File: config.mk
export PLATFORM = sky130hd
export DESIGN_NAME = lpm_ctrl
export DESIGN_NICKNAME = d
export VERILOG_FILES = /design/src/rtl/lpm_pkg.sv /design/src/rtl/lpm_tick_timer.sv /design/src/rtl/lpm_mode_reg.sv /design/src/rtl/lpm_region.sv /design/src/rtl/lpm_ctrl.sv
export SDC_FILE = /design/constraint.sdc
export NUM_CORES = 1
export LEC_CHECK = 0
export ABC_AREA = 1
export BUFFER_PORTS_ARGS = -buffer_cell sky130_fd_sc_hd__buf_2
export CORE_MARGIN = 2
export CORE_UTILIZATION = 40
export DETAILED_ROUTE_END_ITERATION = 8
export PLACE_DENSITY = 0.63
export SYNTH_ARGS = -nofsm -noshare
export SYNTH_HDL_FRONTEND = slang
export SYNTH_SLANG_ARGS = --single-unit
File: constraint.sdc
create_clock -name clk -period 2 [get_ports clk]
set_input_delay 0.4 -clock clk [delete_from_list [all_inputs] [get_ports clk]]
set_output_delay 0.4 -clock clk [all_outputs]
set_load 0.01 [all_outputs]
File: src/rtl/lpm_pkg.sv
`timescale 1ns/1ps
package lpm_pkg;
   typedef enum logic [2:0] {
      ST_ACTIVE  = 3'd0,
      ST_STANDBY = 3'd1,
      ST_ARM     = 3'd2,
      ST_REGSET  = 3'd3,
      ST_PAR     = 3'd4,
      ST_RMS     = 3'd5,
      ST_DPD     = 3'd6,
      ST_RECOVER = 3'd7
   } lpm_state_e;

   typedef struct packed {
      logic       dpd_off;
      logic       rms;
      logic       top;
      logic [1:0] area;
   } lpm_mode_t;

   localparam lpm_mode_t MODE_DEFAULT = '{dpd_off: 1'b1, rms: 1'b0, top: 1'b0, area: 2'b00};
   localparam int unsigned MODE_W = $bits(lpm_mode_t);

   localparam logic [1:0] AREA_FULL    = 2'b00;
   localparam logic [1:0] AREA_RSVD    = 2'b01;
   localparam logic [1:0] AREA_HALF    = 2'b10;
   localparam logic [1:0] AREA_QUARTER = 2'b11;
endpackage

File: src/rtl/lpm_tick_timer.sv
`timescale 1ns/1ps
module lpm_tick_timer #(
   parameter int unsigned LIMIT = 200,
   localparam int unsigned CW = $clog2(LIMIT + 1)
) (
   input  logic          clk,
   input  logic          rst_n,
   input  logic          clr,
   input  logic          tick,
   output logic [CW-1:0] count
);
   localparam logic [CW-1:0] SAT = CW'(LIMIT);

   always_ff @(posedge clk or negedge rst_n) begin
      if (!rst_n)
         count <= '0;
      else if (clr)
         count <= '0;
      else if (tick && count != SAT)
         count <= count + 1'b1;
   end
endmodule

File: src/rtl/lpm_mode_reg.sv
`timescale 1ns/1ps
module lpm_mode_reg
   import lpm_pkg::*;
(
   input  logic              clk,
   input  logic              rst_n,
   input  logic              capture,
   input  logic [MODE_W-1:0] cap_val,
   input  logic              commit,
   input  logic              revert,
   output lpm_mode_t         mode
);
   lpm_mode_t pend_q;

   always_ff @(posedge clk or negedge rst_n) begin
      if (!rst_n)
         pend_q <= MODE_DEFAULT;
      else if (capture)
         pend_q <= lpm_mode_t'(cap_val);
   end

   always_ff @(posedge clk or negedge rst_n) begin
      if (!rst_n)
         mode <= MODE_DEFAULT;
      else if (revert)
         mode <= MODE_DEFAULT;
      else if (commit)
         mode <= pend_q;
   end
endmodule

File: src/rtl/lpm_region.sv
`timescale 1ns/1ps
module lpm_region
   import lpm_pkg::*;
#(
   parameter int unsigned ADDR_W = 20
) (
   input  lpm_state_e        st,
   input  lpm_mode_t         mode,
   input  logic [ADDR_W-1:0] addr,
   output logic              retained
);
   logic [1:0] hi;
   logic       in_area;
   logic       limited;
   logic       powered_off;

   assign hi = addr[ADDR_W-1 -: 2];

   always_comb begin
      case (mode.area)
         AREA_HALF:    in_area = (hi[1] == mode.top);
         AREA_QUARTER: in_area = (hi == {mode.top, mode.top});
         default:      in_area = 1'b1;
      endcase
   end

   assign powered_off = (st == ST_DPD) || (st == ST_RECOVER);
   assign limited     = (st == ST_PAR) || mode.rms;
   assign retained    = !powered_off && (!limited || in_area);
endmodule

File: src/rtl/lpm_ctrl.sv
`timescale 1ns/1ps
module lpm_ctrl
   import lpm_pkg::*;
#(
   parameter int unsigned ADDR_W     = 20,
   parameter int unsigned WIN_US     = 1,
   parameter int unsigned MIN_LP_US  = 10,
   parameter int unsigned RECOVER_US = 200
) (
   input  logic              clk,
   input  logic              rst_n,
   input  logic              lp_n,
   input  logic              cs_n,
   input  logic              we_n,
   input  logic              ub_n,
   input  logic              lb_n,
   input  logic [ADDR_W-1:0] addr,
   input  logic              us_tick,
   output logic [2:0]        state,
   output logic              ready,
   output logic              retained,
   output logic              err
);
   localparam int unsigned LIM_A   = (WIN_US > MIN_LP_US) ? WIN_US : MIN_LP_US;
   localparam int unsigned LIM_MAX = (LIM_A > RECOVER_US) ? LIM_A : RECOVER_US;
   localparam int unsigned CW      = $clog2(LIM_MAX + 1);

   if (ADDR_W < MODE_W) begin : g_bad_addr_w
      $error("lpm_ctrl: ADDR_W must hold the mode field");
   end
   if (WIN_US < 1 || MIN_LP_US < 1 || RECOVER_US < 1) begin : g_bad_time
      $error("lpm_ctrl: time windows must be at least one tick");
   end

   lpm_state_e    st_q, st_d;
   lpm_mode_t     mode_q;
   logic [CW-1:0] cnt;
   logic          lp_q;
   logic          lp_fall, access, wr_stb;
   logic          win_done, min_met, rec_done;
   logic          capture, commit, revert, early;
   lpm_state_e    idle_st, lp_target;

   assign lp_fall  = lp_q && !lp_n;
   assign access   = !cs_n && !(ub_n && lb_n);
   assign wr_stb   = access && !we_n;
   assign win_done = cnt >= CW'(WIN_US);
   assign min_met  = cnt >= CW'(MIN_LP_US);
   assign rec_done = cnt >= CW'(RECOVER_US);
   assign idle_st  = access ? ST_ACTIVE : ST_STANDBY;

   always_comb begin
      if (!mode_q.dpd_off)
         lp_target = ST_DPD;
      else if (mode_q.rms)
         lp_target = ST_RMS;
      else
         lp_target = ST_PAR;
   end

   always_comb begin
      st_d    = st_q;
      capture = 1'b0;
      commit  = 1'b0;
      revert  = 1'b0;
      early   = 1'b0;
      case (st_q)
         ST_ACTIVE, ST_STANDBY: st_d = lp_fall ? ST_ARM : idle_st;
         ST_ARM: begin
            if (lp_n)
               st_d = idle_st;
            else if (wr_stb) begin
               st_d    = ST_REGSET;
               capture = 1'b1;
            end else if (win_done)
               st_d = lp_target;
         end
         ST_REGSET: begin
            if (lp_n) begin
               st_d   = idle_st;
               commit = 1'b1;
            end
         end
         ST_PAR, ST_RMS: begin
            if (lp_n) begin
               st_d  = idle_st;
               early = !min_met;
            end
         end
         ST_DPD: begin
            if (lp_n) begin
               st_d   = ST_RECOVER;
               revert = 1'b1;
               early  = !min_met;
            end
         end
         ST_RECOVER: if (rec_done) st_d = idle_st;
         default: st_d = ST_STANDBY;
      endcase
   end

   always_ff @(posedge clk or negedge rst_n) begin
      if (!rst_n) begin
         st_q <= ST_STANDBY;
         lp_q <= 1'b1;
         err  <= 1'b0;
      end else begin
         st_q <= st_d;
         lp_q <= lp_n;
         if (early || (access && !ready))
            err <= 1'b1;
      end
   end

   lpm_tick_timer #(.LIMIT(LIM_MAX)) u_timer (
      .clk   (clk),
      .rst_n (rst_n),
      .clr   (st_d != st_q),
      .tick  (us_tick),
      .count (cnt)
   );

   lpm_mode_reg u_mode (
      .clk     (clk),
      .rst_n   (rst_n),
      .capture (capture),
      .cap_val (addr[MODE_W-1:0]),
      .commit  (commit),
      .revert  (revert),
      .mode    (mode_q)
   );

   lpm_region #(.ADDR_W(ADDR_W)) u_region (
      .st       (st_q),
      .mode     (mode_q),
      .addr     (addr),
      .retained (retained)
   );

   assign state = st_q;
   assign ready = (st_q != ST_DPD) && (st_q != ST_RECOVER);
endmodule

## Yosys cells after proc, flatten, opt, wreduce, memory -nomap -nowiden

Cells that the tools add are included.

| word-level totals | value |
|---|---|
| register bits after elaboration | 23 |

| cells by class | value |
|---|---|
| add/subtract/negate cells | 1 |
| $lt $le $gt $ge | 3 |
| equal/unequal tests | 15 |
| multiplexer cells | 24 |
| reductions and logical operators | 26 |

Operators by type and width:

| operator | number |
|---|---|
| $mux W3 | 7 |
| $mux W8 | 2 |
| $pmux W3 S5 | 1 |
| $eq A3 B3 Y1 const B | 4 |
| $mux W1 | 10 |
| $mux W5 | 2 |
| $add A8 B1 Y8 const B | 1 |
| $ge A8 B1 Y1 const B | 1 |
| $ge A8 B4 Y1 const B | 1 |
| $ge A8 B8 Y1 const B | 1 |
| $logic_and A1 B1 Y1 | 8 |
| $logic_not A1 Y1 | 8 |
| $ne A8 B8 Y1 const B | 1 |
| $eq A3 B2 Y1 const B | 2 |
| $ne A3 B3 Y1 const B | 2 |
| $reduce_or A3 Y1 | 2 |
| $eq A2 B2 Y1 const B | 2 |
| $logic_or A1 B1 Y1 | 4 |
| $reduce_bool A2 Y1 | 2 |
| $eq A3 B1 Y1 const B | 1 |
| $logic_not A3 Y1 | 1 |
| $ne A3 B3 Y1 | 1 |
| $eq A2 B2 Y1 | 1 |
| $mux W2 | 1 |
| 3 further kinds | 3 |

## Logic depth before layout (Yosys ltp)

Gate-level depths: netlist (run 1).

| depth | value |
|---|---|
| depth in word-level cells | 9 |
| gate-level depth with buffers | 16 |
| depth with buffers taken out | 16 |

## Cells and area by module

Synthesis (run 1) repeated with hierarchy kept, for this count alone.

| second synthesis, totals | value |
|---|---|
| cell total of the unflattened synthesis | 225 |
| area total of the unflattened synthesis | 1516.5 µm² |

Modules (own cells, without submodules):

| module | instances | cells each | area each (µm²) |
|---|---|---|---|
| lpm_ctrl | 1 | 87 | 530.5 |
| lpm_tick_timer | 1 | 77 | 520.5 |
| lpm_mode_reg | 1 | 43 | 397.9 |
| lpm_region | 1 | 18 | 67.6 |

## Least setup slack after synthesis (run 1)

OpenSTA, ideal clock, no wires.

| path | value |
|---|---|
| path kind | register to register |
| start point | reg u_timer.count[0] |
| end point | reg u_timer.count[0] |
| arrival time | 1.593 ns |
| required time | 1.930 ns |
| setup slack | 0.337 ns |
| cell stages (with the launch flop) | 13 |
| period minus slack after synthesis | 1.663 ns |
| path through | dfrtp_1 inv_1 ha_1 nand2_1 nor2_2 nand2_1 nand2_1 nand3_1 nand2_1 nand4_1 a21oi_4 nand2_4 nor2_2 |

| between the ends | value |
|---|---|
| cells in the longest elaborated chain, start to end | 7 |
| elaborated cells between the ends (all ways) | 14 |
| classes of those cells | 1 x add/sub; 2 x order compare; 2 x eq/ne; 7 x mux; 2 x reduce/logical |

Ends and longest elaborated chain:

| what | RTL line | source |
|---|---|---|
| from (decl) | lpm_tick_timer.sv:10 | `output logic [CW-1:0] count` |
| from (signal assigned) | lpm_tick_timer.sv:20 | `count <= count + 1'b1;` |
| $ge A8 B1 Y1 | lpm_ctrl.sv:47 | `assign win_done = cnt >= CW'(WIN_US);` |
| $mux W3 | lpm_ctrl.sv:75 | `end else if (win_done)` |
| $mux W3 | lpm_ctrl.sv:72 | `else if (wr_stb) begin` |
| $mux W3 | lpm_ctrl.sv:70 | `if (lp_n)` |
| $pmux W3 S5 | lpm_ctrl.sv:67 | `case (st_q)` |
| $ne A3 B3 Y1 | lpm_ctrl.sv:118 | `.clr (st_d != st_q),` |
| $mux W8 or $reduce_bool A2 Y1 (tied branches) | - |  |

Several ways; a longest one is shown, not always the timed one. The select of a mux whose other input is x is not followed.
A chain may end at the register's enable or synchronous reset.

## Worst setup path in the final report (run 1)

| path | value |
|---|---|
| start point | reg st_q[0] (netlist: state[0]) |
| end point | out retained |

| between the ends | value |
|---|---|
| cells in the longest elaborated chain, start to end | 5 |
| elaborated cells between the ends (all ways) | 9 |
| classes of those cells | 3 x eq/ne; 6 x reduce/logical |

Ends and longest elaborated chain:

| what | RTL line | source |
|---|---|---|
| from (decl) | lpm_ctrl.sv:35 | `lpm_state_e st_q, st_d;` |
| from (signal assigned) | lpm_ctrl.sv:108 | `st_q <= st_d;` |
| $eq A3 B3 Y1 | lpm_region.sv:28 | `assign limited = (st == ST_PAR) \|\| mode.rms;` |
| $logic_or A1 B1 Y1 | lpm_region.sv:28 |  |
| $logic_not A1 Y1 | lpm_region.sv:29 | `assign retained = !powered_off && (!limited \|\| in_area);` |
| $logic_or A1 B1 Y1 | lpm_region.sv:29 |  |
| $logic_and A1 B1 Y1 * | lpm_region.sv:29 |  |
| to (decl) | lpm_ctrl.sv:21 | `output logic retained,` |

Every way passes the cells marked *; elsewhere a longest branch is shown, timed or not.

==> results of run 1 <==
[how the worst min path moves through the flow]
stage               cells after the start        to  slack, ns
floorplan                               0       err       0.10
global route                            1  state[1]       0.14
CTS                                     1       err       0.12
detailed placement                      1       err       0.41
finish                                  1  state[1]        0.1
global placement                        1  state[1]       0.41
[what timing repair did]
action	in CTS	in global routing
setup endpoints to repair	0	8
setup buffers	0	2
gates resized for setup	0	4
[synth_stat cells]
cell type,instances
nand2_1,41
inv_1,23
dfrtp_1,19
nand3_1,17
o21ai_0,12
nor2_2,10
nor2_1,9
nand2_2,8
inv_2,7
mux2_2,5
nand4_1,5
dfstp_2,4
ha_1,4
xor2_1,4
a31oi_1,3
nor2_4,3
nand2_4,2
nand3_2,2
a21boi_4,1
a21oi_1,1
a21oi_4,1
nor3_1,1
nor3_2,1
o21bai_1,1
[cells by family (layout without fill, tap and decap cells)]
logic type      Yosys count  after routing
compound gates           19             19
xor+xnor                  4              4
fa+ha+maj                 4              4
buf+inv                  30             57
flops                    23             23
mux                       5              5
simple gates             99             99
[metal layers]
metal	part of all wire [%]	wire length [um]	vias up	track usage (%)
met5	0	0	-	0
met4	0.99	28	0	4.79
met3	2.9	83	4	2.08
met2	47	1340	18	25.5
met1	49	1380	554	20.5
li1	-	-	641	-
[sequential cells by signal, indices dropped and copies added (netlist names)]
name and count:
u_timer.count 8, u_mode.pend_q 5, lp_q 1, err 1, state 3, u_mode.mode 5
[report_power, final]
part | internal [uW] | switching [uW] | total [uW]
Clock | 139 | 148 | 287
Sequential | 604 | 98.4 | 703
Combinational | 319 | 509 | 829
Total | 1060 | 756 | 1820
[worst max-delay path: stages, from the launching register on]
cell	delay [ns]
dfstp_2	0.60
inv_2	0.08
nand3_2	0.11
nand2_2	0.10
a31oi_1	0.14
buf_2	0.14
[per-stage QoR]
step                hold slack [ns]  cell area (um^2)
finish                       0.0973              1710
global route                  0.143              1710
CTS                           0.118              1680
detailed placement            0.414              1640
global placement              0.414              1640
floorplan                     0.104              1470
[layout make-up]
cell class                      instances  area, um^2
Fill cell                             383        1900
Multi-Input combinational cell        131         786
Sequential cell                        23         581
Timing Repair Buffer                   23         123
Inverter                               30         113
Tap cell                               48        60.1
Clock buffer                            3        41.3
Clock inverter                          1        5.00
==> reports/results.ini, run 1 <==
[place]
gp_congestion = 0.839
dp_cells = 253
dp_hpwl_um = 2170
dpl_worst_slack_ns = 0.123
portBuffers = 20

[cts]
hold_buffers = 0
insertion_delay_ns = 0.26
cts_buffer_depth = 2
cts_tree = built
path_clk_slew_ns = 0.08
htree_num_levels = 1
cts-root-buf = clkbuf_8
numCtsBuffers = 3
cts.sinks = 23

[status]
status = complete, no violations

[sta]
worst_pin_slew_ns = 0.525
setup_slack_ns = 0.159
post-route-period-util_pct = 92.1
fin_worst_skew_ns = 0.00649
finalSetupTns_ns = 0
max_freq_ghz = 0.543
setup_violations = 0
slew_headroom_pct = 65.0
fin_crit_ns = 1.84
slew_violations = 0
hold_viol = 0

[setup_path]
startpoint = state[0]
cp_max_fo = 6
arrival_ns = 1.44
cp-endpoint = retained
required_ns = 1.60
r2r-start = u_timer.count[1]
rrSetupSlack_ns = 0.16
startpoint_type = register
crit_type = reg2out
cp-end-kind = output port
r2r_cells = 13
r2r_end = u_timer.count[7]

[drt]
drc = 0
drtAntennaViolNets = 0
drtIter0Drc = 58
vias = 1217
via_per_inst = 4.70
wirelength_um = 2830
wl_per_cell_um = 10.9
dr.pass1.iters = 4

[floorplanning]
std_cell_rows = 22
die_h_um = 64.6
die-area_um2 = 4170
coreArea_um2 = 3610
io_pins = 34
initial_core_util_pct = 40.7
die_w_um = 64.6

[global_routing]
first_global_vias = 1130
grt_pass1_wl_um = 5020
grt_usage_pct = 15.3
antenna_found_initial = 0
grt_overflow = 0
grt_max_degree = 24

[logic_synthesis]
synth_compound_area_share_pct = 8.60
synth_xor_area_share_pct = 2.39
ys_seq_area_share_pct = 39.5
ys_types = 24
synth_area_um2 = 1470
muxShareOfSynthArea_pct = 3.83
synth_area_leaders = dfrtp_1, nand2_1, dfstp_2, inv_1, nand3_1
synth_adder_area_share_pct = 3.41
synth_top_family_by_area = simple AND/OR/NAND/NOR gates
synth_fp_nets = 216
synth.top_cell.area_share_pct = 32.4
synth-seq-cells = 23
synth.avg_cell_area_um2 = 7.98
yosys.area_share.simple_pct = 34.6
synth_warnings = 0
netlist_instances = 184
yosys.area.top_type = dfrtp_1

[layout]
final_nets = 244
fin_util_pct = 47.4
layout_common_cells = nand2_1, inv_1, buf_2, dfrtp_1, nand3_1
syn2layout_area_growth_pct = 16.3
final_common_cell = nand2_1
fin_cells = 259
drive_above_1_share_pct = 35.1
n_antenna_cell = 0

[worst_hold_path]
worstHoldPathType = in2async

[run]
cap_violations = 0

[power]
peakVddDrop_uv = 470
pwr_density_cell_nw_per_um2 = 1060
leakage_uw = 0.000873
total_power_uw = 1820

Power figures use the tool's default switching activity.
==> run 2: changes to the inputs <==
--- a/config.mk
+++ b/config.mk
@@ -5,12 +5,11 @@
 export SDC_FILE = /design/constraint.sdc
 export NUM_CORES = 1
 export LEC_CHECK = 0
-export ABC_AREA = 1
 export BUFFER_PORTS_ARGS = -buffer_cell sky130_fd_sc_hd__buf_2
 export CORE_MARGIN = 2
 export CORE_UTILIZATION = 40
 export DETAILED_ROUTE_END_ITERATION = 8
-export PLACE_DENSITY = 0.63
+export PLACE_DENSITY = 0.64
 export SYNTH_ARGS = -nofsm -noshare
 export SYNTH_HDL_FRONTEND = slang
 export SYNTH_SLANG_ARGS = --single-unit
==> run 2 against run 1 <==
  * First-iteration DRC count is 79% higher
  * Utilization is 5.0 points higher
  * Clock power is 28% lower
  * Synthesized area is 3.4% lower
  * Combinational power is 23% higher
  * Setup slack worse by 0.13 ns
  * Worst hold slack worse by 0.043 ns
  * Cell count is 14% lower
==> reports/results.ini, run 2 <==
[status]
status = complete, no violations

[setup_path]
critPathSlowestCell = dfrtp_1
path_cells = o311a_4 -> a32o_1 -> a221oi_2 -> o21ai_4 -> nor3_1
startpoint_type = register
arrival_ns = 2.20  ; +0.76 ns
worst_path_largest_cell_delay_ns = 0.49  ; -0.11 ns
crit_type = reg2reg
required_ns = 2.23  ; +0.63 ns
cp-end-kind = register
cp_max_fo = 8  ; +2

[floorplanning]
initial_core_util_pct = 42.2  ; +1.5 points
io_pins = 34  ; unchanged
die_w_um = 63.6  ; -1.6%
die_h_um = 63.6  ; -1.6%
coreArea_um2 = 3360  ; -6.7%
std_cell_rows = 21  ; -4.5%
die-area_um2 = 4040  ; -3.2%

[sta]
max_freq_ghz = 0.507  ; -6.7%
worst_pin_slew_ns = 0.525  ; +0.0000246 ns
slew_violations = 0  ; unchanged
post-route-period-util_pct = 98.7  ; +6.6 points
fin_worst_skew_ns = 0.00627  ; -0.000220 ns
setup_violations = 0  ; unchanged
slew_headroom_pct = 65.0  ; about the same
hold_viol = 0  ; unchanged
setup_slack_ns = 0.0266  ; -0.132 ns
fin_crit_ns = 1.97  ; +0.132 ns

[cts]
insertion_delay_ns = 0.30  ; +0.04 ns
path_clk_slew_ns = 0.12  ; +0.04 ns
cts_tree = built
cts.sinks = 23  ; unchanged
htree_num_levels = 1  ; unchanged
cts_buffer_depth = 2  ; unchanged
cts-root-buf = clkbuf_4
numCtsBuffers = 3  ; unchanged

[logic_synthesis]
synth-seq-cells = 23  ; unchanged
synth.top_cell.area_share_pct = 33.5  ; +1.1 points
synth-edff-count = 0  ; unchanged
synth_warnings = 0  ; unchanged
synth_area_um2 = 1420  ; -3.4%
synth_area_leaders = dfrtp_1, dfstp_2, a22o_1, mux2_2, nor3_1
synth_fp_nets = 175  ; -19%
synthFlopType = dfrtp_1
async_flop_share_pct = 100  ; unchanged
ys_types = 46  ; +92%
yosys.area.top_type = dfrtp_1
synth_most_common_cell = dfrtp_1
ys_seq_area_share_pct = 40.9  ; +1.4 points
synth.avg_cell_area_um2 = 9.92  ; +24%
netlist_instances = 143  ; -22%
synthTopCellsByCount = dfrtp_1, nor3_1, nor2_1

[global_routing]
grt_usage_pct = 17.7  ; +2.5 points
first_global_vias = 1269  ; +12%
grt_max_degree = 24  ; unchanged
grt_overflow = 0  ; unchanged
antenna_found_initial = 0  ; unchanged
grt_pass1_wl_um = 5770  ; +15%

[power]
peakVddDrop_uv = 557  ; +19%
leakage_uw = 0.000752  ; -14%
pwr_density_cell_nw_per_um2 = 1130  ; +5.9%

[layout]
syn2layout_area_growth_pct = 24.1
final_nets = 209  ; -14%
regMostFlops = u_timer.count
largest_reg_flops = 8  ; unchanged
top_regs = u_timer.count x8, u_mode.mode x5, u_mode.pend_q x5
final_common_cell = buf_2
layout_common_cells = buf_2, dfrtp_1, buf_4, nor2_1
n_antenna_cell = 0  ; unchanged
drive_above_1_share_pct = 36.9  ; +1.9 points
fin_util_pct = 52.3  ; +5.0 points

[drt]
wl_met2_um = 1660  ; +24%
top_layer_used = met4
met3_length_um = 150  ; +81%
drtIter0Drc = 104  ; +79%
dr.pass1.iters = 4  ; unchanged
wirelength_um = 3370  ; +19%
via_per_inst = 5.69  ; +21%
drc = 0  ; unchanged
wl_met1_um = 1520  ; +10%
wl_per_cell_um = 15.2  ; +39%
vias = 1263  ; +3.8%
drtAntennaViolNets = 0  ; unchanged

[worst_hold_path]
worstHoldPathType = in2async

[place]
gp_congestion = 0.836  ; -0.33%
portBuffers = 20  ; unchanged
dpl_worst_slack_ns = 0.0422  ; -0.0809 ns
dp_hpwl_um = 2450  ; +13%

[run]
cap_violations = 0  ; unchanged

==> run 2: critical path, delay by kind of cell, from the launching register on <==
family	cells	cell delay, ns
AO/OA/AOI/OAI	4	1.18
flip-flops	1	0.49
AND/OR/NAND/NOR	1	0.22
==> run 2: routing by layer <==
layer | GRT usage [%] | vias up
met5 | 0 | -
met4 | 5.16 | 0
met3 | 3.21 | 6
met2 | 29.5 | 37
met1 | 23.4 | 611
li1 | - | 609
==> run 2: through the flow <==
stage	TNS, ns	area, um^2	cells	hold slack, ns	power, uW
detailed placement	0	1640	215	0.407	1650
global route	-0.338	1760	222	0.0713	2150
CTS	0	1670	219	0.0645	1860
finish	0	1760	222	0.0540	1990
floorplan	0	1420	143	0.104	1340
global placement	0	1640	215	0.402	1600
==> run 2: path summary, 6_finish.rpt <==
check,cells after the start,end,from,slack [ns]
worst max-delay path,5,u_timer.count[6],u_timer.count[5],0.03
worst min-delay path,1,err,rst_n,0.05
worst max register to register,5,u_timer.count[6],u_timer.count[5],0.03
worst min register to register,1,u_mode.pend_q[0],u_mode.pend_q[0],0.52
max in group asynchronous,1,u_timer.count[0],rst_n,1.57
min in group clk,2,u_mode.pend_q[3],addr[3],0.32
==> run 2: repair_timing <==
item | 4_1_cts | 5_1_grt
endpoints found under the setup margin | 0 | 9
gates resized for setup | 0 | 13
buffers inserted | 0 | 3
hold buffers | 0 | 0
==> run 2: layout make-up <==
class                      instances  area, um^2
fill                             333        1600
multi-input combinational        110         871
sequential                        23         582
timing repair buffer              34         205
tap                               46        57.6
clock buffer                       4        26.3
inverter                           5        18.8
==> run 2: cells by family (layout without fill, tap and decap cells) <==
kind of cell / after synthesis / count (layout) / share of synthesized area, %
AO/OA/AOI/OAI: 44 / 44 / 24.7
AND/OR/NAND/NOR: 50 / 50 / 19.8
flip-flops: 23 / 23 / 40.9
adder cells (fa/ha/maj): 4 / 4 / 3.53
XOR/XNOR: 6 / 6 / 3.70
buffers and inverters: 10 / 43 / 2.65
multiplexers: 6 / 6 / 4.76
==> run 2: power breakdown <==
group / total [uW] / internal, uW / leakage [uW] / switching [uW]
registers: 761 / 620 / 0.000288 / 141
clock network: 207 / 77.6 / 0.0000150 / 129
logic: 1020 / 469 / 0.000449 / 549
==> run 3: changes to the inputs <==
--- a/config.mk
+++ b/config.mk
@@ -7,9 +7,9 @@
 export LEC_CHECK = 0
 export BUFFER_PORTS_ARGS = -buffer_cell sky130_fd_sc_hd__buf_2
 export CORE_MARGIN = 2
-export CORE_UTILIZATION = 40
+export CORE_UTILIZATION = 53
 export DETAILED_ROUTE_END_ITERATION = 8
-export PLACE_DENSITY = 0.64
+export PLACE_DENSITY = 0.79
 export SYNTH_ARGS = -nofsm -noshare
 export SYNTH_HDL_FRONTEND = slang
 export SYNTH_SLANG_ARGS = --single-unit
==> run 3 against run 2 <==
  * Wire length shrank 5.0%
  * Register-to-register slack gained 0.07 ns
  * Sequential share of layout area grew 2.2 points
  * Die area shrank 23%
  * Cell area shrank 6.5%
  * Critical path type unchanged
  * Highest routed layer unchanged
==> reports/results.ini, run 3 (synthesis gave the netlist of run 2 again) <==
[status]
status = complete, no violations

[drt]
drc = 0  ; unchanged
via_per_inst = 6.26  ; +10%
drtIter0Drc = 55  ; -47%
dr.pass1.iters = 4  ; unchanged
drtAntennaViolNets = 0  ; unchanged
wirelength_um = 3200  ; -5.0%
wl_per_cell_um = 15.9  ; +4.9%
vias = 1259  ; -0.32%

[sta]
setup_violations = 0  ; unchanged
worst_hold_slack_ns = 0.0539  ; -0.000168 ns
max_freq_ghz = 0.526  ; +3.8%
rsz0062_at_grt = true
worst_pin_slew_ns = 0.528  ; +0.00309 ns
slew_headroom_pct = 64.8  ; -0.21 points
fin_worst_skew_ns = 0.00287  ; -0.00339 ns
post-route-period-util_pct = 95.0  ; -3.7 points
slew_violations = 0  ; unchanged
fin_crit_ns = 1.90  ; -0.0730 ns
hold_viol = 0  ; unchanged

[layout]
layout_common_cells = buf_2, dfrtp_1, nor3_1, nor2_1
n_antenna_cell = 0  ; unchanged
drive_above_1_share_pct = 29.8  ; -7.1 points
top_regs = u_timer.count x8, u_mode.mode x5, u_mode.pend_q x5
largest_reg_flops = 8  ; unchanged
fin_util_pct = 65.8  ; +13 points
final_common_cell = buf_2
regMostFlops = u_timer.count
fin_cells = 201  ; -9.5%
final_nets = 204  ; -2.4%
syn2layout_area_growth_pct = 16.0

[global_routing]
grt_pass1_wl_um = 5470  ; -5.1%
grt_max_degree = 24  ; unchanged
antenna_found_initial = 0  ; unchanged
first_global_vias = 1199  ; -5.5%
grt_overflow = 0  ; unchanged
use_met3_pct = 3.95  ; +0.74 points
busiest_layer = met2
grt_usage_pct = 21.8  ; +4.1 points
grt_use_met2_pct = 35.9  ; +6.4 points
use_met1_pct = 28.5  ; +5.1 points

[floorplanning]
initial_core_util_pct = 56.8  ; +15 points
std_cell_rows = 18  ; -14%
die_h_um = 55.7  ; -12%
die-area_um2 = 3110  ; -23%
die_w_um = 55.7  ; -12%
coreArea_um2 = 2500  ; -26%
io_pins = 34  ; unchanged

[setup_path]
critPathSlowestCell = dfrtp_1
worst_path_largest_cell_delay_ns = 0.45  ; -0.04 ns
startpoint_type = register
path_cells = ha_1 -> nor4b_4 -> a211oi_1 -> a2111oi_2 -> o21ai_2 -> nor3_1
critical-path-top-delay-family = compound AO/OA/AOI/OAI gates
cp_max_fo = 8  ; unchanged
cp-end-kind = register
arrival_ns = 2.13  ; -0.07 ns
required_ns = 2.23  ; about the same
crit_type = reg2reg
critical_path_buf_inv_count = 0  ; unchanged

[cts]
insertion_delay_ns = 0.30  ; about the same
cts_buffer_depth = 2  ; unchanged
cts.sinks = 23  ; unchanged
cts_tree = built
numCtsBuffers = 3  ; unchanged
cts-root-buf = clkbuf_4
hold_buffers = 0  ; unchanged
path_clk_slew_ns = 0.12  ; about the same
htree_num_levels = 1  ; unchanged

[power]
leakage_uw = 0.000716  ; -4.8%
peakVddDrop_uv = 825  ; +48%
pwr_density_cell_nw_per_um2 = 1130  ; -0.24%

[place]
portBuffers = 20  ; unchanged
dp_cells = 196  ; -8.8%
gp_congestion = 0.890  ; +6.4%
dp_hpwl_um = 2330  ; -4.9%

[worst_hold_path]
worstHoldPathType = in2async

[run]
cap_violations = 0  ; unchanged

## run 3: area by class of cell
class	instances	area [um^2]
Clock buffer	4	26.3
Fill cell	197	855
Inverter	5	18.8
Multi-Input combinational cell	110	815
Sequential cell	23	581
Tap cell	30	37.5
Timing Repair Buffer	29	168
## run 3: metal layers
metal | wire (um) | vias to the layer above
met1 | 1420 | 603
met5 | 0 | -
met4 | 57 | 0
met2 | 1560 | 47
li1 | - | 603
met3 | 158 | 6
## run 3: worst register-to-register path, cell delays in order, from the launching register on
cell	delay (ns)
dfrtp_1	0.45
ha_1	0.25
nor4b_4	0.26
a211oi_1	0.13
a2111oi_2	0.33
o21ai_2	0.19
nor3_1	0.22
## run 3: final timing paths
| kind | endpoint | from | slack, ns | cells past startpoint |
|---|---|---|---|---|
| min reg2reg | err | err | 0.52 | 1 |
| min | err | rst_n | 0.05 | 1 |
| max reg2reg | u_timer.count[5] | u_timer.count[0] | 0.1 | 6 |
| max in group asynchronous | u_mode.mode[4] | rst_n | 1.58 | 1 |
| min in group clk | u_mode.pend_q[0] | addr[0] | 0.32 | 2 |
| max | u_timer.count[5] | u_timer.count[0] | 0.1 | 6 |
## run 3: metrics by stage
stage | total power [uW] | cell area [um^2] | setup TNS (ns) | setup slack (ns)
6_report | 1850 | 1650 | 0 | 0.0997
5_1_grt | 1990 | 1650 | -0.109 | -0.0263
4_1_cts | 1840 | 1630 | 0 | 0.00548
3_5_place_dp | 1600 | 1600 | 0 | 0.0248
3_3_place_gp | 1550 | 1600 | 0 | 0.0984
2_1_floorplan | 1340 | 1420 | 0 | 0.159
## run 3: power breakdown
group | switching [uW] | internal [uW]
combinational | 450 | 398
sequential | 176 | 620
clock | 130 | 77.8
## run 3: timing repair
item	4_1_cts	5_1_grt
setup buffers	0	1
endpoints found under the setup margin	1	8
hold endpoints to repair	0	0
gates resized for setup	1	1
pin swaps	1	3
